$ cat config.mk
export PLATFORM = sky130hd
export DESIGN_NAME = lpm_ctrl
export DESIGN_NICKNAME = d
export VERILOG_FILES = /design/src/rtl/lpm_pkg.sv /design/src/rtl/lpm_depth_sel.sv /design/src/rtl/lpm_fsm.sv /design/src/rtl/lpm_out_gen.sv /design/src/rtl/lpm_ctrl.sv
export SDC_FILE = /design/constraint.sdc
export NUM_CORES = 1
export LEC_CHECK = 0
export BUFFER_PORTS_ARGS = -buffer_cell sky130_fd_sc_hd__buf_4
export CAP_MARGIN = 40
export CORE_AREA = 10 10 47 49
export CTS_CLUSTER_SIZE = 14
export DETAILED_ROUTE_END_ITERATION = 7
export DIE_AREA = 0 0 57 59
export PLACE_DENSITY = 0.45
export SYNTH_ARGS = -nofsm -noshare
export SYNTH_HDL_FRONTEND = slang
export SYNTH_SLANG_ARGS = --single-unit
$ cat constraint.sdc
create_clock -name clk -period 1.4 [get_ports clk]
set_input_delay 0.28 -clock clk [delete_from_list [all_inputs] [get_ports clk]]
set_output_delay 0.28 -clock clk [all_outputs]
set_load 0.02 [all_outputs]
$ cat src/rtl/lpm_pkg.sv
package lpm_pkg;

    typedef enum logic [1:0] {
        LPM_RUN   = 2'd0,
        LPM_SLEEP = 2'd1,
        LPM_DEEP  = 2'd2,
        LPM_STBY  = 2'd3
    } lpm_state_e;

    localparam int NUM_PER = 3;
    localparam int PER_TMR = 0;
    localparam int PER_SER = 1;
    localparam int PER_DMA = 2;

    // peripherals that keep running through the standby catch-up window
    localparam logic [NUM_PER-1:0] CATCHUP_MASK = 3'b011;

    function automatic logic [NUM_PER-1:0] halt_set(input lpm_state_e s);
        logic [NUM_PER-1:0] m;
        m = '0;
        case (s)
            LPM_STBY: begin
                m[PER_TMR] = 1'b1;
                m[PER_SER] = 1'b1;
            end
            LPM_DEEP:  m[PER_DMA] = 1'b1;
            default:   m = '0;
        endcase
        return m;
    endfunction

endpackage

$ cat src/rtl/lpm_depth_sel.sv
module lpm_depth_sel
    import lpm_pkg::*;
(
    input  logic       stby_sel,
    input  logic       deep_sel,
    output lpm_state_e target
);
    // standby outranks deep sleep, deep sleep outranks plain sleep
    always_comb begin
        if (stby_sel)
            target = LPM_STBY;
        else if (deep_sel)
            target = LPM_DEEP;
        else
            target = LPM_SLEEP;
    end
endmodule

$ cat src/rtl/lpm_fsm.sv
module lpm_fsm
    import lpm_pkg::*;
(
    input  logic       clk,
    input  logic       rst_n,
    input  logic       sleep_req,
    input  logic       irq_pend,
    input  logic       wake_rst,
    input  lpm_state_e target,
    output lpm_state_e state
);
    lpm_state_e state_nxt;

    always_ff @(posedge clk or negedge rst_n) begin
        if (!rst_n)
            state <= LPM_RUN;
        else
            state <= state_nxt;
    end

    always_comb begin
        state_nxt = state;
        unique case (state)
            LPM_RUN: begin
                if (!wake_rst && sleep_req)
                    state_nxt = target;
            end
            LPM_SLEEP, LPM_DEEP, LPM_STBY: begin
                // further sleep requests are ignored here
                if (irq_pend || wake_rst)
                    state_nxt = LPM_RUN;
            end
        endcase
    end
endmodule

$ cat src/rtl/lpm_out_gen.sv
module lpm_out_gen
    import lpm_pkg::*;
#(
    parameter int CATCHUP_CYC = 1
) (
    input  logic               clk,
    input  logic               rst_n,
    input  lpm_state_e         state,
    output logic [NUM_PER-1:0] halt,
    output logic               catchup,
    output logic               wake_pulse
);
    localparam int CNT_W = $clog2(CATCHUP_CYC + 2);
    localparam logic [CNT_W-1:0] CNT_LIM = CNT_W'(CATCHUP_CYC);

    logic [CNT_W-1:0]   stby_cnt;
    logic               was_run_q;
    logic [NUM_PER-1:0] base;

    always_ff @(posedge clk or negedge rst_n) begin
        if (!rst_n) begin
            stby_cnt  <= '0;
            was_run_q <= 1'b1;
        end else begin
            was_run_q <= (state == LPM_RUN);
            if (state != LPM_STBY)
                stby_cnt <= '0;
            else if (stby_cnt < CNT_LIM)
                stby_cnt <= stby_cnt + 1'b1;
        end
    end

    always_comb begin
        base       = halt_set(state);
        catchup    = (state == LPM_STBY) && (stby_cnt < CNT_LIM);
        wake_pulse = (state == LPM_RUN) && !was_run_q;
    end

    for (genvar g = 0; g < NUM_PER; g++) begin : g_halt
        if (CATCHUP_MASK[g]) begin : g_held
            assign halt[g] = base[g] & ~catchup;
        end else begin : g_direct
            assign halt[g] = base[g];
        end
    end
endmodule

$ cat src/rtl/lpm_ctrl.sv
module lpm_ctrl
    import lpm_pkg::*;
#(
    parameter int CATCHUP_CYC = 1
) (
    input  logic       clk,
    input  logic       rst_n,
    input  logic       sleep_req,
    input  logic       stby_sel,
    input  logic       deep_sel,
    input  logic       irq_pend,
    input  logic       wake_rst,
    output logic [1:0] state_o,
    output logic       halt_tmr,
    output logic       halt_ser,
    output logic       halt_dma,
    output logic       catchup,
    output logic       wake_pulse
);
    lpm_state_e         target;
    lpm_state_e         state;
    logic [NUM_PER-1:0] halt;

    lpm_depth_sel u_sel (
        .stby_sel (stby_sel),
        .deep_sel (deep_sel),
        .target   (target)
    );

    lpm_fsm u_fsm (
        .clk       (clk),
        .rst_n     (rst_n),
        .sleep_req (sleep_req),
        .irq_pend  (irq_pend),
        .wake_rst  (wake_rst),
        .target    (target),
        .state     (state)
    );

    lpm_out_gen #(.CATCHUP_CYC(CATCHUP_CYC)) u_out (
        .clk        (clk),
        .rst_n      (rst_n),
        .state      (state),
        .halt       (halt),
        .catchup    (catchup),
        .wake_pulse (wake_pulse)
    );

    assign state_o  = state;
    assign halt_tmr = halt[PER_TMR];
    assign halt_ser = halt[PER_SER];
    assign halt_dma = halt[PER_DMA];
endmodule

; Yosys cells after proc, flatten, opt, wreduce, memory -nomap -nowiden
; Index checks and enable logic that the tools add are counted.
[op_classes]
n_lt_le_gt_ge = 1
muxes = 9
reduce_logical = 10
eq_ne = 6
addsub = 1
bitwise = 3
[ops]
columns = operator, n
row1 = 2-bit two-way mux, 7
row2 = 2-bit equality test (second input constant), 2
row3 = 2-bit by 1-bit != test with 1-bit output (second input constant), 2
row4 = 2-bit one-hot mux with 2 select lines, 1
row5 = 1-bit logical AND, 3
row6 = 3-bit OR reduction, 1
row7 = 2-bit by 1-bit adder with 2-bit output (second input constant), 1
row8 = 1-bit AND, 2
row9 = 2-bit by 1-bit equality test with 1-bit output (second input constant), 1
row10 = 1-bit logical NOT, 2
row11 = 2-bit logical NOT, 1
row12 = 2-bit by 1-bit < comparator with 1-bit output (second input constant), 1
row13 = 2-bit != test (second input constant), 1
row14 = 2-bit AND reduction, 1
row15 = 2-bit nonzero test, 1
row16 = 1-bit logical OR, 1
row17 = 1-bit two-way mux, 1
row18 = 1-bit NOT, 1
[totals]
ff_bits = 5
word_cells = 33

; Depth between registers and ports, before layout
; Gate-level depths: netlist of run 1.
[depth]
depth_word = 4
depth_mapped = 4
ltp_nobuf = 4

; Hierarchy
; From an unflattened synthesis of run 1, not the netlist that was laid out.
[hier_totals]
cells_unflattened = 27
area_unflattened_um2 = 267.8
[by_module_without_submodules]
columns = mod, n_inst, cells_per_inst, area_per_inst_um2
row1 = lpm_out_gen, 1, 17, 160.2
row2 = lpm_fsm, 1, 8, 95.1
row3 = lpm_depth_sel, 1, 2, 12.5

; Least setup slack after synthesis of run 1
; OpenSTA, ideal clock, no wires.
[synth_path]
path_type = reg-to-reg
from = register u_fsm.state[1]
to = register u_fsm.state[0]
arrival_ns = 1.449
setup_slack_ns = -0.175
path_stages_with_launch = 4
cell_sequence = dfrtp_1 > or4b_1 > o21ai_2 > mux2_4
[synth_via]
elab_chain_len = 4
word_cells_on_any_way = 9
classes_between = eq/ne: 5 / mux: 1 / reduce/logical: 3
[synth_rtl]
columns = element, line_no
row1 = "start, declared", lpm_fsm.sv:10  ; output lpm_state_e state
row2 = "start signal, assigned", lpm_fsm.sv:18  ; state <= state_nxt;
row3 = 2-bit by 1-bit equality test with 1-bit output or 2-bit equality test (tied branches), lpm_fsm.sv:23  ; unique case (state)
row4 = 3-bit OR reduction, lpm_fsm.sv:23
row5 = 2-bit by 1-bit != test with 1-bit output (no source line), --
row6 = 2-bit AND reduction (no source line), --
; Several ways; a longest one is shown, not always the timed one.
; A chain may end at the register's enable or synchronous reset.

; Final worst setup path of run 1
[layout_path]
from = register u_fsm.state[0]
to = register u_fsm.state[0]
; The elaborated chain is that of the path after synthesis.

==> flow_summary.yaml, run 1 <==
status:
  status: "finished with violations"
  violations: "setup timing"
critical_path:
  cp_max_fo: 2
  slowest_stage: "or4b_4"
  critical-path-top-delay-family: "simple AND/OR/NAND/NOR gates"
  cp-start-kind: "register"
  ff2ff_path_depth: 3
  slowest_delay_ns: 0.53
  end_kind: "register"
  worst-path-buf-inv: 0
  cp_num_cells: 3
  crit_path_cell_trace: "or4b_4 > o21ai_4 > mux2_4"
  path_class: "register to register"
  cp.required_ns: 1.51
  cp_data_arrival_time_ns: 1.55
drt:
  vias_per_cell: 4.22
  drt-wirelength-per-cell_um: 11.9
  initialDrtViolationCount: 3
  dr_total_vias: 287
  final_antenna_net_count: 0
  drcViolationCount: 0
  finalWirelength_um: 812
  dr.pass1.iters: 2
synth:
  yosys-top-cells-area: "dfrtp_1 37%, dfstp_2 9.7%, inv_1 5.5%"
  muxShareOfSynthArea: 0.0922
  yosys_register_bits: 5
  yosys.area_share.simple: 0.171
  synth_cell_types: 18
  synth_xor_area_frac: 0.0323
  synth_seq_area_share: 0.465
  synth_top_family_by_area: "simple AND/OR/NAND/NOR gates"
  ys_warn_count: 0
  synth_compound_area_frac: 0.111
  syn_nets: 35
  synthAdderAreaFrac: 0.0461
  post-synth-top-area-fraction: 0.369
  yosysTopAreaCell: "dfrtp_1"
  syn_avg_cell_area_um2: 10.1
  syn_inst: 27
  syn_area_um2: 272
finish:
  fin_area_um2: 543
  nets: 61
  final_util: 0.388
  antenna_cells: 0
  layout-drive-gt1-share: 0.712
  instances_no_fill: 68
  syn2layout_area_growth_pct: 100
die:
  rows: 14
  core_area_mm2: 0.00140
  die_area_mm2: 0.00336
  die_h_um: 59
  fp.dieW_um: 57
  initial_utilization: 0.194
  ioPinCount: 14
timing:
  worst_hold_slack_ns: 0.377
  slew_violations: 0
  tightestPinTransition_ns: 0.316
  fin_skew_ns: 0.00133
  hold_viol_final: 0
  slew_headroom: 0.789
  period_share: 1.03
  setup_violations: 2
  setup_slack_ns: -0.0394
  fmax_ghz: 0.695
  fin_crit_ns: 1.44
  rsz0062_at_grt: "true"
  setup_tns_ns: -0.0538
hold_path:
  hold_path_class: "primary input to async pin"
global_route:
  grt_usage: 0.0511
  grt_overflow: 0
  grt_pass1_wl_um: 1350
  grt_max_degree: 9
  antenna_found_initial: 0
  grt_pass1_vias: 317
power:
  peakVddDrop_mv: 0.757
  leakage_nw: 0.255
  power.density_mw_per_mm2: 2120
  power_mw: 1.15
clock_network:
  cts_tree: "yes"
  clk_latency_ns: 0.23
  cts_htree_levels: 1
  cts_made_buffers: 3
  clock-sinks: 5
  path_clk_slew_ns: 0.04
  cts_buffer_depth: 2
  cts_root_buf: "clkbuf_4"
placement:
  place_area_um2: 409
  hpwl_um: 657
  numPlacedInstances: 58
  gp_congestion: 0.637
  post-place-ws_ns: -0.0561
  port_buffers: 13
job:
  maxCapViolCount: 0
-- cell families (layout without fill, tap and decap cells) --
kind of cell,count (synthesis),count (layout)
compound gates,4,4
flops,5,5
simple gates,9,9
mux,2,2
buf+inv,5,30
fa+ha+maj,1,1
xor+xnor,1,1
-- cells in the mapped netlist --
library cell,instances
a211oi_1,1
a22o_1,1
and3_1,1
buf_4,1
dfrtp_1,4
dfstp_2,1
ha_1,1
inv_1,4
mux2_4,1
mux2i_1,1
nand2_1,1
nor2_1,4
nor2b_1,1
nor3_1,1
o21ai_0,1
o21ai_2,1
or4b_1,1
xnor2_1,1
-- routing by layer --
| layer | vias to the layer above | global-route usage | wire length, µm |
|---|---|---|---|
| met1 | 135 | 0.0527 | 324 |
| li1 | 138 | - | - |
| met2 | 14 | 0.0713 | 352 |
| met5 | - | 0 | 0 |
| met3 | 0 | 0.0472 | 135 |
| met4 | 0 | 0.0201 | 0 |
-- power breakdown --
part	switching, mW	internal, mW	leakage, nW	total (mW)
sequential	0.0363	0.215	0.0606	0.252
combinational	0.341	0.399	0.180	0.741
clock	0.0535	0.107	0.0150	0.161
total	0.431	0.722	0.255	1.15
-- worst register-to-register path, stage by stage (launching register included) --
cell     delay [ns]
dfrtp_2        0.40
or4b_4         0.53
o21ai_4        0.08
mux2_4         0.31
-- placed cells by master, fill, tap and decap left out, types with 2 or more instances in the layout --
master    instances
nor2_1            3
dfrtp_2           2
clkbuf_4          3
inv_2             2
buf_6             5
inv_1             2
buf_4            16
dfrtp_1           2
-- flip-flops by register name, indices dropped and copies added, names as in the netlist --
name	flops
u_out.stby_cnt	2
u_fsm.state	2
u_out.was_run_q	1
-- area by class of cell --
class | instances | area (µm²)
flip-flops and latches | 5 | 129
repair buffers | 22 | 186
clock buffers | 4 | 26.3
fillers | 148 | 858
multi-input cells | 17 | 166
inverters | 4 | 15.0
well taps | 16 | 20.0
-- path summary, 6_finish.rpt --
check / start / endpoint / slack, ns
hold / removal: rst_n / u_fsm.state[0] / 0.38
min in group clk: stby_sel / u_fsm.state[1] / 0.38
hold reg to reg: u_out.stby_cnt[0] / u_out.stby_cnt[0] / 0.56
setup / recovery: u_fsm.state[0] / u_fsm.state[0] / -0.04
setup reg to reg: u_fsm.state[0] / u_fsm.state[0] / -0.04
max in group asynchronous: rst_n / u_out.was_run_q / 0.82
-- timing repair --
action,4_1_cts,5_1_grt
endpoints found under the setup margin,5,6
endpoints found under the hold margin,4,0
setup buffers,0,5
hold buffers,1,0
gates resized for setup,7,8
pin swaps,1,2
No activity file was read; power rests on OpenSTA's default activity.
==> run 2, diff against run 1 <==
--- a/config.mk
+++ b/config.mk
@@ -7,10 +7,10 @@
 export LEC_CHECK = 0
 export BUFFER_PORTS_ARGS = -buffer_cell sky130_fd_sc_hd__buf_4
 export CAP_MARGIN = 40
-export CORE_AREA = 10 10 47 49
+export CORE_AREA = 2 2 39 41
 export CTS_CLUSTER_SIZE = 14
 export DETAILED_ROUTE_END_ITERATION = 7
-export DIE_AREA = 0 0 57 59
+export DIE_AREA = 0 0 41 43
 export PLACE_DENSITY = 0.45
 export SYNTH_ARGS = -nofsm -noshare
 export SYNTH_HDL_FRONTEND = slang
==> flow_summary.yaml, run 2 (synthesis gave the netlist of run 1 again) <==
clock_network:
  cts_buffer_depth: 2
  cts_root_buf: "clkbuf_4"
  clock-sinks: 5
  cts_htree_levels: 1
  clk_latency_ns: 0.24
  path_clk_slew_ns: 0.05
  cts_setup_buffers: 0
  cts_made_buffers: 3
  cts_tree: "yes"
global_route:
  grt_pass1_vias: 262
  grt_pass1_wl_um: 1110
  grt_max_degree: 9
  grt_usage: 0.0988
  antenna_found_initial: 0
  grt_overflow: 0
timing:
  fin_crit_ns: 1.46
  setup_slack_ns: -0.0555
  fin_skew_ns: 0.00461
  rsz0062_at_grt: "true"
  tightestPinTransition_ns: 0.299
  setup_tns_ns: -0.0931
  setup_violations: 2
  fmax_ghz: 0.687
  slew_headroom: 0.800
  period_share: 1.04
  hold_viol_final: 0
  slew_violations: 0
hold_path:
  hold_path_end: "u_fsm.state[1]"
  timing.hold.worst.start: "stby_sel"
  hold_path_class: "primary input to register"
  holdPathStages: 3
status:
  violations: "setup timing"
  status: "finished with violations"
critical_path:
  cp_max_fo: 2
  slowest_delay_ns: 0.53
  cp-start-kind: "register"
  slowest_stage: "or4b_4"
  regToRegSetupSlack_ns: -0.06
  worst-path-buf-inv: 0
  critical-path-top-delay-family: "simple AND/OR/NAND/NOR gates"
  rr_endpoint: "u_fsm.state[0]"
  ff2ff_path_depth: 3
  cp.required_ns: 1.52
  crit_path_cell_trace: "or4b_4 > o21ai_4 > mux2_4"
  end_kind: "register"
  path_class: "register to register"
  worstReg2RegStart: "u_fsm.state[0]"
  cp_data_arrival_time_ns: 1.57
finish:
  nets: 56
  layout-drive-gt1-share: 0.681
  antenna_cells: 0
  mostFrequentLayoutCell: "buf_4"
  final_cell_mix: "9 x buf_4, 7 x buf_6, 3 x nor2_1, 3 x clkbuf_4"
  syn2layout_area_growth_pct: 91.2
  reg_top3: "u_fsm.state (2), u_out.stby_cnt (2), u_out.was_run_q (1)"
die:
  die_h_um: 43
  core_area_mm2: 0.00138
  fp.dieW_um: 41
  ioPinCount: 14
  rows: 14
  die_area_mm2: 0.00176
  initial_utilization: 0.196
drt:
  drt-wirelength-per-cell_um: 11.5
  dr.pass1.iters: 1
  dr_total_vias: 270
  final_antenna_net_count: 0
  vias_per_cell: 4.29
  drcViolationCount: 0
  finalWirelength_um: 727
  initialDrtViolationCount: 0
power:
  peakVddDrop_mv: 0.928
  leakage_nw: 0.234
  power.density_mw_per_mm2: 2160
placement:
  gp_congestion: 0.650
  hpwl_um: 551
  port_buffers: 13
  post-place-ws_ns: -0.0654
job:
  maxCapViolCount: 0
run 2: cell count changes in the layout (fill, tap and decap cells not counted), sizes merged:
cell / change
buf: -5
run 2: worst register-to-register path, cell delays in order, from the launching register on:
cell     delay [ns]
dfrtp_2        0.41
or4b_4         0.53
o21ai_4        0.09
mux2_4         0.31
run 2: layout make-up:
cell class              instances  area, µm²
clock buffers                   4       26.3
fillers                       144        865
inverters                       4       15.0
multi-input cells              17        173
flip-flops and latches          5        129
well taps                      16       20.0
repair buffers                 17        156
run 2: metrics by stage:
step	utilization	cell area (µm²)	cells	hold slack, ns	power (mW)
after floorplan	-	277	27	-0.0156	0.559
after global placement	0.296	409	58	0.0847	0.776
after detailed placement	0.296	409	58	0.0895	0.790
after CTS	0.346	479	63	0.378	1.04
after global routing	0.375	519	63	0.389	1.20
final	0.375	519	63	0.372	1.12
run 2: how the worst max path moves through the flow:
stage / start / endpoint / cells after the start
finish: u_fsm.state[0] / u_fsm.state[0] / 3
global route: u_out.stby_cnt[0] / catchup / 4
CTS: u_fsm.state[0] / u_fsm.state[0] / 3
detailed placement: wake_rst / u_fsm.state[0] / 4
global placement: wake_rst / u_fsm.state[0] / 4
floorplan: u_fsm.state[0] / u_fsm.state[0] / 3
run 2: layer usage:
layer	up-vias	wire length, µm	track usage
met3	0	64	0.0314
li1	129	-	-
met1	127	295	0.114
met5	-	0	0
met2	14	367	0.150
met4	0	0	0.0600
run 2: repair_timing:
item                                    CTS  global route
endpoints found under the setup margin    6             7
endpoints found under the hold margin     4             0
pin swaps                                 2             2
gates resized for setup                   9             9
hold buffers                              1             0
run 2: power by group:
| group | internal (mW) | total (mW) | switching (mW) | leakage [nW] |
|---|---|---|---|---|
| logic | 0.364 | 0.698 | 0.334 | 0.159 |
| clock network | 0.108 | 0.166 | 0.0587 | 0.0150 |
| registers | 0.216 | 0.259 | 0.0425 | 0.0606 |
| total | 0.688 | 1.12 | 0.435 | 0.234 |
==> run 3, diff against run 2 <==
--- a/config.mk
+++ b/config.mk
@@ -12,6 +12,7 @@
 export DETAILED_ROUTE_END_ITERATION = 7
 export DIE_AREA = 0 0 41 43
 export PLACE_DENSITY = 0.45
+export REMOVE_ABC_BUFFERS = 1
 export SYNTH_ARGS = -nofsm -noshare
 export SYNTH_HDL_FRONTEND = slang
 export SYNTH_SLANG_ARGS = --single-unit
==> flow_summary.yaml, run 3 (synthesis gave the netlist of run 1 again) <==
finish:
  syn2layout_area_growth_pct: 100
  nets: 61
  instances_no_fill: 68
  antenna_cells: 0
  layout-drive-gt1-share: 0.673
  reg_top3: "u_fsm.state (2), u_out.stby_cnt (2), u_out.was_run_q (1)"
  final_cell_mix: "15 x buf_4, 6 x buf_6, 4 x dfrtp_1"
  mostFrequentLayoutCell: "buf_4"
drt:
  drcViolationCount: 0
  dr.pass1.iters: 1
  finalWirelength_um: 772
  vias_per_cell: 4.21
  dr_total_vias: 286
  final_antenna_net_count: 0
  initialDrtViolationCount: 0
  drt-wirelength-per-cell_um: 11.4
die:
  fp.dieW_um: 41
  die_area_mm2: 0.00176
  rows: 14
  core_area_mm2: 0.00138
  die_h_um: 43
  initial_utilization: 0.196
  ioPinCount: 14
power:
  leakage_nw: 0.260
  peakVddDrop_mv: 0.952
  power_mw: 1.15
  power.density_mw_per_mm2: 2110
timing:
  setup_slack_ns: -0.0404
  fmax_ghz: 0.694
  period_share: 1.03
  fin_skew_ns: 0.00179
  slew_violations: 0
  worst_hold_slack_ns: 0.368
  hold_viol_final: 0
  tightestPinTransition_ns: 0.301
  rsz0062_at_grt: "true"
  slew_headroom: 0.798
  setup_violations: 2
  fin_crit_ns: 1.44
clock_network:
  clk_latency_ns: 0.24
  cts_tree: "yes"
  path_clk_slew_ns: 0.04
  clock-sinks: 5
  cts_made_buffers: 3
  cts_htree_levels: 1
  cts_buffer_depth: 2
  cts_root_buf: "clkbuf_4"
critical_path:
  path_class: "register to register"
  slowest_delay_ns: 0.54
  worstReg2RegStart: "u_fsm.state[0]"
  cp_max_fo: 2
  slowest_stage: "or4b_4"
  ff2ff_path_depth: 3
  end_kind: "register"
  cp-start-kind: "register"
  regToRegSetupSlack_ns: -0.04
  cp.required_ns: 1.52
  crit_path_cell_trace: "or4b_4 > o21ai_4 > mux2_4"
  cp_data_arrival_time_ns: 1.56
  rr_endpoint: "u_fsm.state[0]"
job:
  maxCapViolCount: 0
placement:
  hpwl_um: 526
  numPlacedInstances: 58
  gp_congestion: 0.630
  port_buffers: 13
hold_path:
  hold_path_end: "u_fsm.state[1]"
  timing.hold.worst.start: "stby_sel"
  hold_path_class: "primary input to register"
  holdPathStages: 3
global_route:
  grt_overflow: 0
  grt_pass1_vias: 306
  grt_pass1_wl_um: 1250
  grt_max_degree: 9
  grt_usage: 0.112
  antenna_found_initial: 0
status:
  violations: "setup timing"
  status: "finished with violations"
run 3: final cells by class:
| type | instances | area [µm²] |
|---|---|---|
| clock buffer | 4 | 26.3 |
| fill | 135 | 840 |
| inverter | 4 | 15.0 |
| multi-input combinational | 17 | 166 |
| sequential | 5 | 126 |
| tap | 16 | 20.0 |
| timing repair buffer | 22 | 190 |
run 3: how the worst max path moves through the flow:
stage                          end  cells after the start               from
floorplan           u_fsm.state[0]                      3     u_fsm.state[1]
global placement    u_fsm.state[0]                      3     u_fsm.state[1]
detailed placement  u_fsm.state[0]                      3     u_fsm.state[1]
CTS                        catchup                      4  u_out.stby_cnt[1]
global route               catchup                      4  u_out.stby_cnt[0]
finish              u_fsm.state[0]                      3     u_fsm.state[0]
run 3: worst max-delay path, delay by kind of cell (launching register included):
| family | cells | cell delay (ns) |
|---|---|---|
| flip-flops | 1 | 0.39 |
| AND/OR/NAND/NOR | 1 | 0.54 |
| AO/OA/AOI/OAI | 1 | 0.09 |
| multiplexers | 1 | 0.31 |
run 3: through the flow:
stage / setup TNS (ns) / cell area (µm²) / util / setup WS (ns)
2_1_floorplan: -0.457 / 264 / - / -0.175
3_3_place_gp: 0 / 404 / 0.292 / 0.00883
3_5_place_dp: -0.0246 / 404 / 0.292 / -0.0246
4_1_cts: -0.0923 / 505 / 0.365 / -0.0267
5_1_grt: -0.245 / 544 / 0.393 / -0.0901
6_report: -0.0768 / 544 / 0.393 / -0.0404
run 3: report_power, final:
group / total [mW] / internal (mW) / switching [mW]
Sequential: 0.245 / 0.211 / 0.0348
Combinational: 0.735 / 0.399 / 0.336
Clock: 0.167 / 0.108 / 0.0596
run 3: metal layers:
layer / up-vias / global-route usage / share of wire
li1: 139 / - / -
met1: 129 / 0.127 / 0.41
met2: 16 / 0.159 / 0.48
met3: 2 / 0.0314 / 0.093
met4: 0 / 0.100 / 0.018
met5: - / 0 / 0
run 3: repair_timing:
item,CTS,global route
endpoints found under the setup margin,5,6
endpoints found under the hold margin,4,0
cloned,0,0
hold buffers,1,0
gates resized for setup,12,5
pin swaps,4,3
buffers inserted,3,2
